--- src/rtl/ptmr_pkg.sv ---
package ptmr_pkg;

    localparam int CNT_W   = 16;
    localparam int PS_W    = 4;
    localparam int N_MATCH = 3;

    // clock-control field: bit 0 enable, bits 4:1 exponent
    typedef struct packed {
        logic [PS_W-1:0] ratio;
        logic            enable;
    } clk_cfg_t;

    // counter-control field: bit 0 halt ... bit 3 match enable
    typedef struct packed {
        logic match_en;
        logic down;
        logic interval;
        logic halt;
    } cnt_cfg_t;

    typedef struct packed {
        logic intv;
        logic ovf;
    } wrap_evt_t;

    function automatic logic [CNT_W-1:0] range_top(input logic interval,
                                                   input logic [CNT_W-1:0] lim);
        return interval ? lim : {CNT_W{1'b1}};
    endfunction

endpackage

--- src/rtl/ptmr_prescaler.sv ---
module ptmr_prescaler
    import ptmr_pkg::*;
#(
    parameter int RATIO_W = PS_W
) (
    input  logic               clk,
    input  logic               rst,
    input  logic               cfg_enable,
    input  logic [RATIO_W-1:0] cfg_ratio,
    input  logic               restart_req,
    output logic               tick
);
    localparam int DIV_W = 2 ** RATIO_W;

    logic [DIV_W-1:0]   div_q;
    logic [RATIO_W:0]   cfg_q;
    logic [DIV_W-1:0]   div_last;
    logic               restart;

    // 2^(ratio+1)-1 as a right-shifted all-ones vector
    assign div_last = {DIV_W{1'b1}} >> (DIV_W - 1 - int'(cfg_ratio));
    assign restart  = restart_req || ({cfg_ratio, cfg_enable} != cfg_q);

    always_comb begin
        if (!cfg_enable)
            tick = 1'b1;
        else if (restart)
            tick = 1'b0;
        else
            tick = (div_q == div_last);
    end

    always_ff @(posedge clk) begin
        if (rst) begin
            div_q <= '0;
            cfg_q <= '0;
        end else begin
            cfg_q <= {cfg_ratio, cfg_enable};
            if (restart || tick)
                div_q <= '0;
            else
                div_q <= div_q + 1'b1;
        end
    end
endmodule

--- src/rtl/ptmr_counter.sv ---
module ptmr_counter
    import ptmr_pkg::*;
#(
    parameter int WIDTH = CNT_W
) (
    input  logic             clk,
    input  logic             rst,
    input  logic             tick,
    input  logic             clear,
    input  cnt_cfg_t         cfg,
    input  logic [WIDTH-1:0] limit,
    output logic [WIDTH-1:0] count,
    output wrap_evt_t        wrap_evt,
    output logic             step,
    output logic [WIDTH-1:0] cnt_next,
    output logic [WIDTH-1:0] top
);
    logic at_end;

    assign top  = range_top(cfg.interval, limit);
    assign step = tick && !cfg.halt && !clear;

    always_comb begin
        if (cfg.down) begin
            at_end   = (count == '0);
            cnt_next = at_end ? top : count - 1'b1;
        end else begin
            at_end   = (count >= top);
            cnt_next = at_end ? '0 : count + 1'b1;
        end
    end

    always_ff @(posedge clk) begin
        if (rst || clear) begin
            count    <= '0;
            wrap_evt <= '0;
        end else if (step) begin
            count         <= cnt_next;
            wrap_evt.intv <= at_end && cfg.interval;
            wrap_evt.ovf  <= at_end && !cfg.interval;
        end else begin
            wrap_evt <= '0;
        end
    end
endmodule

--- src/rtl/ptmr_match.sv ---
module ptmr_match
    import ptmr_pkg::*;
#(
    parameter int WIDTH = CNT_W,
    parameter int NUM   = N_MATCH
) (
    input  logic                      clk,
    input  logic                      rst,
    input  logic                      step,
    input  logic                      enable,
    input  logic                      interval,
    input  logic [WIDTH-1:0]          cnt_next,
    input  logic [WIDTH-1:0]          top,
    input  logic [NUM-1:0][WIDTH-1:0] match_val,
    output logic [NUM-1:0]            hit
);
    for (genvar g = 0; g < NUM; g++) begin : g_cmp
        logic reachable;
        assign reachable = !interval || (match_val[g] <= top);

        always_ff @(posedge clk) begin
            if (rst)
                hit[g] <= 1'b0;
            else
                hit[g] <= step && enable && reachable && (cnt_next == match_val[g]);
        end
    end
endmodule

--- src/rtl/ptmr_channel.sv ---
module ptmr_channel
    import ptmr_pkg::*;
#(
    parameter int WIDTH   = CNT_W,
    parameter int RATIO_W = PS_W,
    parameter int NUM     = N_MATCH
) (
    input  logic                      clk,
    input  logic                      rst,
    input  logic [RATIO_W:0]          clk_ctrl,
    input  logic [3:0]                cnt_ctrl,
    input  logic                      cnt_clear,
    input  logic [WIDTH-1:0]          limit,
    input  logic [NUM-1:0][WIDTH-1:0] match_val,
    output logic [WIDTH-1:0]          count,
    output logic                      intv_evt,
    output logic                      ovf_evt,
    output logic [NUM-1:0]            match_evt
);
    cnt_cfg_t         ccfg;
    wrap_evt_t        wevt;
    logic             tick;
    logic             step;
    logic [WIDTH-1:0] cnt_next;
    logic [WIDTH-1:0] top;

    assign ccfg = cnt_cfg_t'(cnt_ctrl);

    ptmr_prescaler #(.RATIO_W(RATIO_W)) u_ps (
        .clk         (clk),
        .rst         (rst),
        .cfg_enable  (clk_ctrl[0]),
        .cfg_ratio   (clk_ctrl[RATIO_W:1]),
        .restart_req (cnt_clear),
        .tick        (tick)
    );

    ptmr_counter #(.WIDTH(WIDTH)) u_cnt (
        .clk      (clk),
        .rst      (rst),
        .tick     (tick),
        .clear    (cnt_clear),
        .cfg      (ccfg),
        .limit    (limit),
        .count    (count),
        .wrap_evt (wevt),
        .step     (step),
        .cnt_next (cnt_next),
        .top      (top)
    );

    ptmr_match #(.WIDTH(WIDTH), .NUM(NUM)) u_match (
        .clk       (clk),
        .rst       (rst),
        .step      (step),
        .enable    (ccfg.match_en),
        .interval  (ccfg.interval),
        .cnt_next  (cnt_next),
        .top       (top),
        .match_val (match_val),
        .hit       (match_evt)
    );

    assign intv_evt = wevt.intv;
    assign ovf_evt  = wevt.ovf;
endmodule

--- config.mk ---
export PLATFORM = sky130hd
export DESIGN_NAME = ptmr_channel
export DESIGN_NICKNAME = d
export VERILOG_FILES = /design/src/rtl/ptmr_pkg.sv /design/src/rtl/ptmr_prescaler.sv /design/src/rtl/ptmr_counter.sv /design/src/rtl/ptmr_match.sv /design/src/rtl/ptmr_channel.sv
export SDC_FILE = /design/constraint.sdc
export NUM_CORES = 1
export LEC_CHECK = 0
export BUFFER_PORTS_ARGS = -buffer_cell sky130_fd_sc_hd__buf_2
export CAP_MARGIN = 20
export CORE_MARGIN = 1.5
export CORE_UTILIZATION = 30
export DETAILED_ROUTE_END_ITERATION = 16
export HOLD_SLACK_MARGIN = 0.08
export PLACE_DENSITY = 0.58
export SETUP_SLACK_MARGIN = 0.02
export SLEW_MARGIN = 30
export SYNTH_ARGS = -nofsm -noshare
export SYNTH_HDL_FRONTEND = slang
export SYNTH_SLANG_ARGS = --single-unit
--- constraint.sdc ---
create_clock -name clk -period 4 [get_ports clk]
set_input_delay 0.6 -clock clk [delete_from_list [all_inputs] [get_ports clk]]
set_output_delay 0.6 -clock clk [all_outputs]
set_load 0.05 [all_outputs]
==> results.md <==
* Initial Utilization at a little under a third
* Total Wirelength at around 21000 µm
* CP max stage cell: nor4_1
* Worst setup SP type: input pin
* Top cell type's share of synthesized area at 15.86%
* PwrDens at 221.5 mW/mm²
* Highest Clock Rate at 0.2713 GHz
* Crit path largest cell delay at 570 ps
* DP Wirelength at 17120 µm
* Vias in the first global route at 5340
* CTS clk-pin slew, worst paths at 70 ps
* Post-Place Cell Area at 0.006236 mm²
* Syn Std Cell Area at 0.005303 mm²
* Layout Skew at ~14 ps
* Detailed Routing Iterations Pass 1 at 5
* Worst slew margin at between 50% and 60%
* Nets at 944
* Post-synthesis compound-gate area fraction at 20.93%
* WL/cell at 20.33 µm
* Main combinational cell family by area after synthesis: simple AND/OR/NAND/NOR gates
* Vias per cell at 5.710
* TritonCTS clock tree: done
* Simple-gate portion of the synthesized area at 29.40%
* Layout cells sized above 1 at 21.12%
* Crit-path max FO at 8
* Number of synthesized flops with an enable pin at 0
* # Post-CTS Setup Buffers at 0
* Worst Hold Class: flop to flop
* Final setup viols at 0
* Syn. warnings at 0
* Syn avg cell area at 7.674 µm²
* Fin. Hold Viols at 0
* # DRC at 0
* Final TNS setup at 0 ps
* CP top delay family: simple AND/OR/NAND/NOR gates
* WP data arrival at just under 4000 ps
* Kind of end point of the critical path: flop
* Fraction of the mapped netlist area in adder cells at ~16%
* I/O Pins at 97
* Hold buffers post-CTS at 0
* Post-synth top area cell: dfxtp_1
* Most common cell on crit path: buf_4
* Synth Area in XOR/XNOR at 11.07%
* Clock latency at the later pin of the worst-skew pair at 300 ps
* Finished Cell Area at 0.006387 mm²
* Clk buf depth at 2
* Total vias in the final route at 5887
* Max-slew violations at 0
* GRT overflow at 0
* Leak at approximately 2.8 nW
* Total global-route track usage at 22.60%
* Clk root buf: clkbuf_16
* Layout area overhead at 20.46%
* CTS resizes at 0
* Chip width at 136.0 µm
* Max-cap violation count at 0
* Post-DRT Antenna Nets at 0
* Largest net degree at the start of global routing at 26
* Flops & latches, synth at 42
* Chip Height at approximately 140 µm
* PortBufs at 96
* Peak supply drop at 0.0001707 V
* Primary FF master, synth: dfxtp_1
* H-tree depth at 2
* Syn Nets at 831
* Core Area at 0.01730 mm²
* Crit-path cells: buf_2, inv_1, buf_4, nor2_1, ha_1, a21oi_1, nand3_1, a22o_1, nor4_1, buf_4, o21ai_1, a221o_1, or4_1, nor4_2
* Mux cell area share after synthesis at 2.100%
* Req. time, crit path at between 4000 and 5000 ps
* Synthesized instance count at between 600 and 700
* Row cnt at 48
* Critical path class: input pin to flop
* Global-route wire length before repair at 31500 µm
* Post-synthesis async set-or-reset flop share at 0%
* Top cells by count, synth: nor2_1, ha_1, dfxtp_1, nand2_1, xnor2_1
* Status: finished, final reports clean
* Die area at 0.01848 mm²
* CTS Sinks at 42
* Setup repair after global routing missed its margin: false
* WP buf/inv at 4
* Tcrit/Tclk final at 92.16%
* Seq/Total Area, Yosys at 15.86%
* Netlist cell types at 75
* Count leader, synth: nor2_1
* Total CTS buffers at 5
* Post-layout min period at between 3000 and 4000 ps
* Initial antenna violation count at 2
* GPL Wtd Cong at 1.007
* Worst Tran Pin Value at 677.1 ps
* Main area contributors after synthesis: dfxtp_1, ha_1, xnor2_1, nor2_1, xor2_1
* 1st-iter DRT viols at 556
==> sequential cells by signal (all words and copies together), names as in the netlist <==
register	cells
u_cnt.wrap_evt	2
u_ps.div_q	16
u_ps.cfg_q	5
u_match.hit	3
u_cnt.count	16
==> through the flow <==
stage               hold WS (ps)  power (mW)  util (%)  std cells  setup slack [ps]
finish                     496.8       1.415     36.93       1031             313.7
detailed placement         476.1      0.9708     36.05       1022             68.00
floorplan                  441.6      0.7620         -        691             108.2
global placement           471.2      0.9739     36.05       1022             124.7
global route               510.4       1.494     36.91       1030             82.77
CTS                        494.3       1.412     36.91       1030             367.0
==> final cells by class <==
type	count	area (µm²)
diodes	1	2.502
clock buffers	5	125.1
clock inverters	3	23.77
fillers	1906	10910
inverters	26	97.59
multi-input cells	588	4198
flip-flops and latches	42	840.8
well taps	225	281.5
repair buffers	141	818.3
==> cell usage in the layout (no fill, tap or decap), types with 30 or more instances in the layout <==
| cell | synthesis | routed |
|---|---|---|
| buf_2 | 10 | 96 |
| xnor2_1 | 36 | 36 |
| ha_1 | 64 | 64 |
| xor2_1 | 31 | 31 |
| buf_4 | 2 | 45 |
| a21oi_1 | 33 | 33 |
| nand2_1 | 42 | 42 |
| nand3_1 | 30 | 30 |
| nor2_1 | 73 | 73 |
| dfxtp_1 | 42 | 42 |
==> cell families after synthesis <==
kind of cell / count (synthesis)
xor gates and xnor gates: 67
and+or+nand+nor: 286
AOI/OAI and AO/OA: 157
adders and majority gates: 67
DFF: 42
buffers and inverters: 61
muxes: 11
==> final timing paths <==
check | from | endpoint | slack, ps | cells past startpoint
worst max-delay path | cnt_ctrl[1] | u_match.hit[2] | 310 | 14
worst min-delay path | u_ps.div_q[0] | u_ps.div_q[0] | 500 | 1
worst max register to register | u_cnt.count[0] | u_match.hit[2] | 370 | 10
worst min register to register | u_ps.div_q[0] | u_ps.div_q[0] | 500 | 1
==> power by group <==
part,switching (mW),total (mW),leakage [nW],internal [mW]
Clock,0.206,0.441,0.0664,0.235
Sequential,0.00870,0.432,0.340,0.424
Combinational,0.326,0.542,2.42,0.217
Total,0.540,1.42,2.82,0.875
==> layer usage <==
metal	vias up	wire (µm)	track usage (%)
met5	-	13	0
met4	2	556	6.087
met3	40	1406	3.766
met2	273	9808	38.21
met1	2739	9174	29.65
li1	2833	-	-
Note: power is estimated with default switching activity, not from simulation.
